### src/rtl/arx384_pkg.sv
package arx384_pkg;
  localparam int WORD_W  = 32;
  localparam int NBR     = 6;
  localparam int HALF    = NBR / 2;
  localparam int STATE_W = 2 * WORD_W * NBR;

  function automatic logic [WORD_W-1:0] rcon(input int idx);
    case (idx % 8)
      0: return 32'hB7E15162;
      1: return 32'hBF715880;
      2: return 32'h38B4DA56;
      3: return 32'h324E7738;
      4: return 32'hBB1185EB;
      5: return 32'h4F7C7B57;
      6: return 32'hCFBFA1C8;
      default: return 32'hC2B3293D;
    endcase
  endfunction

  function automatic logic [WORD_W-1:0] ror32(input logic [WORD_W-1:0] v, input int n);
    return (v >> n) | (v << (WORD_W - n));
  endfunction

  function automatic logic [WORD_W-1:0] ell(input logic [WORD_W-1:0] t);
    return ror32(t ^ (t << 16), 16);
  endfunction

  // four add-rotate-xor rounds on one branch; returns {x, y}
  function automatic logic [2*WORD_W-1:0] arxbox(input logic [WORD_W-1:0] xi,
                                                 input logic [WORD_W-1:0] yi,
                                                 input logic [WORD_W-1:0] c);
    logic [WORD_W-1:0] x, y;
    x = xi; y = yi;
    x = x + ror32(y, 31); y = y ^ ror32(x, 24); x = x ^ c;
    x = x + ror32(y, 17); y = y ^ ror32(x, 17); x = x ^ c;
    x = x + y;            y = y ^ ror32(x, 31); x = x ^ c;
    x = x + ror32(y, 24); y = y ^ ror32(x, 16); x = x ^ c;
    return {x, y};
  endfunction
endpackage

### src/rtl/arx384_box.sv
module arx384_box
  import arx384_pkg::*;
#(
  parameter int CIDX = 0
) (
  input  logic [WORD_W-1:0] xi,
  input  logic [WORD_W-1:0] yi,
  output logic [WORD_W-1:0] xo,
  output logic [WORD_W-1:0] yo
);
  always_comb {xo, yo} = arxbox(xi, yi, rcon(CIDX));
endmodule

### src/rtl/arx384_step.sv
module arx384_step
  import arx384_pkg::*;
#(
  parameter int CW = 4
) (
  input  logic [STATE_W-1:0] cur,
  input  logic [CW-1:0]      idx,
  output logic [STATE_W-1:0] nxt
);
  logic [STATE_W-1:0] inj_s;
  logic [WORD_W-1:0]  ax [NBR];
  logic [WORD_W-1:0]  ay [NBR];
  logic [WORD_W-1:0]  mx [HALF];
  logic [WORD_W-1:0]  my [HALF];
  logic [WORD_W-1:0]  tx, ty, lx, ly;

  // constant injection into y0 and y1
  always_comb begin
    inj_s = cur;
    inj_s[WORD_W +: WORD_W]   = cur[WORD_W +: WORD_W] ^ rcon(int'(idx));
    inj_s[3*WORD_W +: WORD_W] = cur[3*WORD_W +: WORD_W] ^ WORD_W'(idx);
  end

  for (genvar b = 0; b < NBR; b++) begin : g_box
    arx384_box #(.CIDX(b)) u_box (
      .xi(inj_s[(2*b)*WORD_W +: WORD_W]),
      .yi(inj_s[(2*b+1)*WORD_W +: WORD_W]),
      .xo(ax[b]),
      .yo(ay[b])
    );
  end

  // mixing of left parity into right half, then branch rotation
  always_comb begin
    tx = '0;
    ty = '0;
    for (int i = 0; i < HALF; i++) begin
      tx = tx ^ ax[i];
      ty = ty ^ ay[i];
    end
    lx = ell(tx);
    ly = ell(ty);
    for (int j = 0; j < HALF; j++) begin
      mx[j] = ax[j+HALF] ^ ax[j] ^ ly;
      my[j] = ay[j+HALF] ^ ay[j] ^ lx;
    end
    nxt = '0;
    for (int j = 0; j < HALF; j++) begin
      nxt[(2*j)*WORD_W +: WORD_W]          = mx[(j+1) % HALF];
      nxt[(2*j+1)*WORD_W +: WORD_W]        = my[(j+1) % HALF];
      nxt[(2*(j+HALF))*WORD_W +: WORD_W]   = ax[j];
      nxt[(2*(j+HALF)+1)*WORD_W +: WORD_W] = ay[j];
    end
  end
endmodule

### src/rtl/arx384_ctrl.sv
module arx384_ctrl #(
  parameter int CW = 4
) (
  input  logic          clk,
  input  logic          rst_n,
  input  logic          start,
  input  logic [CW-1:0] steps_in,
  output logic          busy,
  output logic          done,
  output logic          load,
  output logic [CW-1:0] step_idx
);
  logic [CW-1:0] cnt_q, lim_q;
  logic          busy_q, done_q;
  logic          last_step;
  logic          zero_job;

  assign load      = start && !busy_q;
  assign zero_job  = load && (steps_in == '0);
  assign last_step = busy_q && (cnt_q == lim_q - CW'(1));

  always_ff @(posedge clk) begin
    if (!rst_n) begin
      cnt_q  <= '0;
      lim_q  <= '0;
      busy_q <= 1'b0;
      done_q <= 1'b0;
    end else begin
      done_q <= 1'b0;
      if (load) begin
        lim_q <= steps_in;
        cnt_q <= '0;
        if (zero_job) done_q <= 1'b1;
        else          busy_q <= 1'b1;
      end else if (busy_q) begin
        cnt_q <= cnt_q + CW'(1);
        if (last_step) begin
          busy_q <= 1'b0;
          done_q <= 1'b1;
        end
      end
    end
  end

  assign busy     = busy_q;
  assign done     = done_q;
  assign step_idx = cnt_q;


  done_pulse_chk: assert property (@(posedge clk) disable iff (!rst_n)
    done_q |=> !done_q);

  cnt_bound_chk: assert property (@(posedge clk) disable iff (!rst_n)
    busy_q |-> (cnt_q < lim_q));

  start_ignored_chk: assert property (@(posedge clk) disable iff (!rst_n)
    (busy_q && !last_step) |=> (busy_q && cnt_q == $past(cnt_q) + CW'(1)));

  zero_count_chk: assert property (@(posedge clk) disable iff (!rst_n)
    zero_job |=> (done_q && !busy_q));
endmodule

### src/rtl/arx384_perm.sv
module arx384_perm
  import arx384_pkg::*;
#(
  parameter int CW = 4
) (
  input  logic               clk,
  input  logic               rst_n,
  input  logic               start,
  input  logic [CW-1:0]      steps_in,
  input  logic [STATE_W-1:0] state_in,
  output logic               busy,
  output logic               done,
  output logic [STATE_W-1:0] state_out
);
  logic               load;
  logic [CW-1:0]      step_idx;
  logic [STATE_W-1:0] state_q, state_nx;

  arx384_ctrl #(.CW(CW)) u_ctrl (
    .clk(clk), .rst_n(rst_n), .start(start), .steps_in(steps_in),
    .busy(busy), .done(done), .load(load), .step_idx(step_idx)
  );

  arx384_step #(.CW(CW)) u_step (
    .cur(state_q), .idx(step_idx), .nxt(state_nx)
  );

  always_ff @(posedge clk) begin
    if (!rst_n)    state_q <= '0;
    else if (load) state_q <= state_in;
    else if (busy) state_q <= state_nx;
  end

  assign state_out = state_q;


  hold_idle_chk: assert property (@(posedge clk) disable iff (!rst_n)
    (!busy && !start) |=> $stable(state_q));
endmodule

### config.mk
export PLATFORM = sky130hd
export DESIGN_NAME = arx384_perm
export DESIGN_NICKNAME = d
export VERILOG_FILES = /design/src/rtl/arx384_pkg.sv /design/src/rtl/arx384_box.sv /design/src/rtl/arx384_step.sv /design/src/rtl/arx384_ctrl.sv /design/src/rtl/arx384_perm.sv
export SDC_FILE = /design/constraint.sdc
export NUM_CORES = 2
export LEC_CHECK = 0
export BUFFER_PORTS_ARGS = -buffer_cell sky130_fd_sc_hd__buf_4
export CORE_ASPECT_RATIO = 0.5
export CORE_MARGIN = 10
export CORE_UTILIZATION = 36
export CTS_CLUSTER_SIZE = 24
export DETAILED_ROUTE_END_ITERATION = 8
export PLACE_DENSITY = 0.64
export SYNTH_ARGS = -nofsm -noshare
export SYNTH_HDL_FRONTEND = slang
export SYNTH_HIERARCHICAL = 1
export SYNTH_SLANG_ARGS = --single-unit
### constraint.sdc
create_clock -name clk -period 30.6 [get_ports clk]
set_input_delay 6.12 -clock clk [delete_from_list [all_inputs] [get_ports clk]]
set_output_delay 6.12 -clock clk [all_outputs]
set_load 0.02 [all_outputs]
# Word level (Yosys, flattened, before mapping)
# Cells that the tools add are included.
# op_classes
addsub,26
eq_ne,8
muxes,11
n_bitwise,113
n_reduce_logical,8
# op_table
operator,count
$xor 32x32->32,43
$add 32x32->32,24
$mux 384,2
$or 1x32->32,12
$or 15x32->32,12
$or 8x32->32,12
$or 16x32->32,8
$pmux 32 s7,1
$not 16->16,12
$not 21->21,4
$not 17->17,4
$not 15->15,4
$logic_not 32->1,1
$xor 32x4->32,1
$eq 3x3->1 const B,3
$mux 1,8
$eq 3x2->1 const B,2
$add 4x1->4 const B,1
$eq 4x4->1,1
$logic_not 4->1,1
$sub 4x1->4 const B,1
$eq 3x1->1 const B,1
$logic_and 1x1->1,3
$ne 2x2->1 const B,1
4 further kinds,4
# totals
register_bits,394
wordCells,171

# Longest topological paths before layout
# logic_depth
depth_word,25
mapped_depth,61

# Hierarchy
# Netlist, hierarchy kept.
# modules_own_cells
mod,instances,cells_each,area_each_um2,seq_area_each_um2
arx384_perm,1,1707,20913.8,7687.4
arx384_box at u_step.g_box[4].u_box,1,1045,8096.5,0.0
arx384_box at u_step.g_box[3].u_box,1,1019,7966.4,0.0
arx384_box at u_step.g_box[0].u_box,1,1010,7772.5,0.0
arx384_box at u_step.g_box[1].u_box,1,958,7684.9,0.0
arx384_box at u_step.g_box[2].u_box,1,1004,7661.1,0.0
arx384_box at u_step.g_box[5].u_box,1,979,7488.4,0.0
arx384_step,1,646,5930.7,0.0
arx384_ctrl,1,57,506.7,200.2

# Least setup slack after synthesis
# Ideal clock, no wire load.
# synth_timing
path_kind,reg2reg
start,"register u_ctrl.cnt_q[0], in the netlist u_ctrl/step_idx[0]"
end,"register state_q[12], in the netlist state_out[12]"
arrival_ps,11852
t_required_ps,30484
path_slack_ps,18632
stages_incl_launch_ff,56
path_cell_list,dfxtp_1 inv_1 ha_1 clkbuf_1 nand3b_1 a21oi_1 xnor2_1 ha_1 fa_1 a211oi_1 o21ai_0 a31oi_1 o21ai_0 a21o_1 a21oi_1 xor2_1 xnor2_1 ha_1 [... 20 more ...] xor2_1 xnor2_2 xnor2_1 ha_1 nand2_1 a21oi_1 o21ai_0 a21boi_0 a41oi_1 o31ai_1 a21oi_1 a311oi_1 xnor2_1 xnor2_2 xnor2_2 xnor2_1 mux2_2 o211a_1
# synth_between
elab_chain_cells,25
# synth_lines
element,line,source
start: declaration,arx384_ctrl.sv:13,"logic [CW-1:0] cnt_q, lim_q;"
start signal: assignment,arx384_ctrl.sv:36,cnt_q <= cnt_q + CW'(1);
"$logic_not 32->1, or another cell as far along",arx384_pkg.sv:8,case (idx % 8)
$pmux 32 s7 *,arx384_pkg.sv:8,
$xor 32x32->32 *,arx384_step.sv:20,inj_s[WORD_W +: WORD_W] = cur[WORD_W +: WORD_W] ^ rcon(int'(idx));
named net u_step.inj_s[63],arx384_step.sv:10,logic [STATE_W-1:0] inj_s;
$or 1x32->32,arx384_pkg.sv:21,return (v >> n) | (v << (WORD_W - n));
$add 32x32->32,arx384_pkg.sv:34,"x = x + ror32(y, 31); y = y ^ ror32(x, 24); x = x ^ c;"
$or 8x32->32,arx384_pkg.sv:21,
$xor 32x32->32,arx384_pkg.sv:34,
[... 11 more ...],-,
named net state_nx[236],arx384_perm.sv:17,"logic [STATE_W-1:0] state_q, state_nx;"
$xor 32x32->32 * (2 in series),arx384_step.sv:39,ty = ty ^ ay[i];
$xor 32x32->32 *,arx384_pkg.sv:25,"return ror32(t ^ (t << 16), 16);"
$or 16x32->32 *,arx384_pkg.sv:21,
$xor 32x32->32 *,arx384_step.sv:44,mx[j] = ax[j+HALF] ^ ax[j] ^ ly;
named net state_nx[12],arx384_perm.sv:17,
$mux 384 *,arx384_perm.sv:31,else if (busy) state_q <= state_nx;
$mux 384 *,arx384_perm.sv:30,else if (load) state_q <= state_in;
end signal: assignment,arx384_perm.sv:30,
end signal: assignment,arx384_perm.sv:31,
end: declaration,arx384_perm.sv:17,
# The timed path passes the listed nets; every way through them passes the cells marked *. The select of a mux whose other input is x is not followed.
# A chain may end at the register's enable or synchronous reset.

# Final worst setup path
# layout_timing
start,"register u_ctrl.cnt_q[1], in the netlist u_ctrl/step_idx[1]"
end,"register state_q[14], in the netlist state_out[14]"
# layout_between
elab_chain_cells,25
# layout_lines
element,line
"$logic_not 32->1, or another cell as far along",arx384_pkg.sv:8
$pmux 32 s7 *,arx384_pkg.sv:8
$xor 32x32->32 *,arx384_step.sv:20
named net u_step.inj_s[63],arx384_step.sv:10
$or 1x32->32,arx384_pkg.sv:21
$add 32x32->32,arx384_pkg.sv:34
$or 8x32->32,arx384_pkg.sv:21
$xor 32x32->32,arx384_pkg.sv:34
[... 9 more ...],-
named net state_nx[222],arx384_perm.sv:17
[... 2 more ...],-
named net state_nx[238],arx384_perm.sv:17
$xor 32x32->32 * (2 in series),arx384_step.sv:39
$xor 32x32->32 *,arx384_pkg.sv:25
$or 16x32->32 *,arx384_pkg.sv:21
$xor 32x32->32 *,arx384_step.sv:44
named net state_nx[14],arx384_perm.sv:17
$mux 384 *,arx384_perm.sv:31
$mux 384 *,arx384_perm.sv:30
# Marked as above.

==> flow_metrics.py <==
metrics = {
    "synth": {
        "async_flop_share": 0,
        "yosysTopAreaCell": "ha_1",
        "synthDistinctLibCells": 138,
        "ys_seq_elements": 394,
        "avgSynthCellArea_sq_um": 8.79,
        "synth_top_cell_area_share": 0.129,
        "synth_flop_cell": "dfxtp_1",
        "synth_edf_count": 0,
        "synth.area.top_cells": "ha_1, xnor2_1, dfxtp_1",
        "yosysSeqAreaShare": 0.107,
        "syn_inst": 8425,
        "ys_warn_count": 6,
        "synth_nets": 9601,
        "syn_area_sq_um": 74000,
    },
    "setup_path": {
        "cpMaxStageDelayCell": "xor2_1",
        "rr_endpoint": "state_out[14]",
        "rr_worst_depth": 55,
        "required_ns": 31.22,
        "cp_top_family": "compound AO/OA/AOI/OAI gates",
        "worst-path-max-fanout": 13,
        "timing.reg2reg.setup_slack_ns": 13.24,
        "slowest_delay_ns": 1.08,
        "critical_path_class": "flop to flop",
        "cp_num_buf_inv": 1,
        "reg2reg_from": "u_ctrl/step_idx[1]",
        "cp-end-kind": "flop",
        "start_kind": "flop",
        "cp_data_arrival_time_ns": 17.97,
        "crit_top_cell": "xnor2_1",
    },
    "clock_network": {
        "cts_resized": 0,
        "cts_inserted_buffers": 45,
        "cts_tree": "done",
        "path_clk_slew_ns": 0.07,
        "clk-insertion-delay-late_ns": 0.73,
        "cts_buffer_depth": 3,
        "cts_sinks": 394,
        "cts_setup_buffers": 0,
        "ctsHoldBuffers": 0,
        "htreeDepth": 2,
        "cts-root-buf": "clkbuf_16",
    },
    "run": {
        "timing.max_cap.violations": 4,
    },
    "die": {
        "boundaryPins": 777,
        "core-area_sq_um": 204000,
        "fp-row-count": 117,
        "die_area_sq_um": 225000,
        "die_h_um": 341,
        "start_util": 0.363,
        "die_w_um": 661,
    },
    "route": {
        "first_iter_violations": 9979,
        "vias": 73459,
        "final_antenna_net_count": 0,
        "wl_per_cell_um": 34.6,
        "viasPerCell": 6.14,
        "route.detailed.drc": 0,
        "wl_met3_um": 47600,
        "drt-met1-wl_um": 167000,
        "drt-total-wl_um": 414000,
        "firstDrtPassIters": 7,
        "met2_length_um": 168000,
        "route.top_layer_used": "met5",
    },
    "cells_and_area": {
        "layout_commonest_cell": "xnor2_1",
        "syn2layout_area_growth_pct": 14.8,
        "drive_gt1_frac": 0.181,
        "num-fill-cells": 20670,
        "final_cell_mix": "xnor2_1, buf_4, xor2_1",
        "nets": 10345,
    },
    "sta": {
        "period_needed_ns": 17.36,
        "fin_worst_skew_ns": 0.0769,
        "rsz0062_at_grt": "false",
        "tns_ns": 0,
        "holdWs_ns": 0.485,
        "slew_viol_final": 14,
        "post-route-period-util": 0.567,
        "fmax_ghz": 0.0576,
        "setup_viol": 0,
        "slew_headroom": -0.0817,
        "hold_violations": 0,
        "tightest_slew_ns": 1.62,
    },
    "place": {
        "hpwl_um": 359000,
        "portBuffers": 776,
        "routabilityCongestion": 1.22,
    },
    "global_route": {
        "grt_max_degree": 138,
        "grt.overflow.total": 0,
        "grt_pass1_vias": 67800,
        "grt_use_total": 0.344,
        "antenna_found_initial": 46,
        "grt_pass1_wl_um": 552000,
    },
    "min_path": {
        "hold_path_end": "u_ctrl/lim_q[1]",
        "hold_depth": 2,
        "hold_class": "flop to flop",
        "hp-start": "u_ctrl/lim_q[1]",
    },
    "run_status": {
        "violations": "capacitance limit, slew limit",
        "outcome": "complete, but fails checks",
    },
}
[cells by family after synthesis]
family / Yosys count / share of synthesized area
buffers and inverters: 628 / 0.0382
AOI/OAI and AO/OA: 2405 / 0.236
DFF: 394 / 0.107
xor gates and xnor gates: 2086 / 0.278
muxes: 399 / 0.0788
and+or+nand+nor: 1722 / 0.127
adders and majority gates: 791 / 0.136
[metrics by stage]
step                instance area (sq um)  utilization  std cells  setup WS (ns)
finish                              85000        0.417      11972          13.24
detailed placement                  83300        0.408      11858          14.02
CTS                                 84900        0.416      11940          13.92
global route                        84900        0.416      11951          12.51
global placement                    83200        0.408      11858          13.97
floorplan                           74000            -       8425          18.63
[Yosys cell counts, types with 36 or more instances]
master	count
o211a_1	393
inv_1	381
nand3_1	108
nor3_1	98
xnor2_1	1053
o21bai_1	106
a21oi_1	610
and2_1	48
a21o_1	322
nand2b_1	281
o31ai_1	36
xor2_1	825
ha_1	761
a31oi_1	58
and3_1	54
clkbuf_1	133
o21a_1	81
mux2_4	360
a211oi_1	78
nor2b_1	76
nand4_1	62
xnor2_2	88
dfxtp_1	394
o211ai_1	45
buf_2	60
or2b_1	182
o21ai_0	304
xnor3_1	78
nor2_1	320
nand2_1	321
[worst min-delay path, cell delays in order, from the launching register on]
cell	delay, ns
dfxtp_1	0.33
nand2_1	0.06
a21oi_1	0.06
[worst max-delay path by stage]
stage                             from            end  slack [ns]  depth (start not counted)
floorplan           u_ctrl/step_idx[0]  state_out[12]       18.63                         55
finish              u_ctrl/step_idx[1]  state_out[14]       13.24                         55
CTS                 u_ctrl/step_idx[1]  state_out[14]       13.92                         55
detailed placement  u_ctrl/step_idx[1]  state_out[14]       14.02                         55
global route        u_ctrl/step_idx[1]  state_out[14]       12.51                         56
global placement    u_ctrl/step_idx[2]  state_out[14]       13.97                         53
[layout make-up]
class	instances	area, sq um	area share
multi-input combinational	7403	63400	0.746
sequential	394	7890	0.0929
timing repair buffer	942	7100	0.0835
tap	2737	3420	0.0403
inverter	383	1450	0.0170
clock buffer	58	1240	0.0147
clock inverter	24	359	0.00423
antenna	31	77.6	0.000913
[registers in the layout (all words and copies together), names as in the netlist]
register         flops
state_out          384
u_ctrl/busy          1
u_ctrl/done          1
u_ctrl/lim_q         4
u_ctrl/step_idx      4
[metal layers]
metal / up-vias / GRT usage
li1: 31875 / -
met1: 35991 / 0.433
met2: 4513 / 0.499
met3: 1030 / 0.121
met4: 50 / 0.208
met5: - / 0.0225
Power is not shown: default switching activity piles up to over one toggle a cycle in this logic, so the estimate is an artifact.
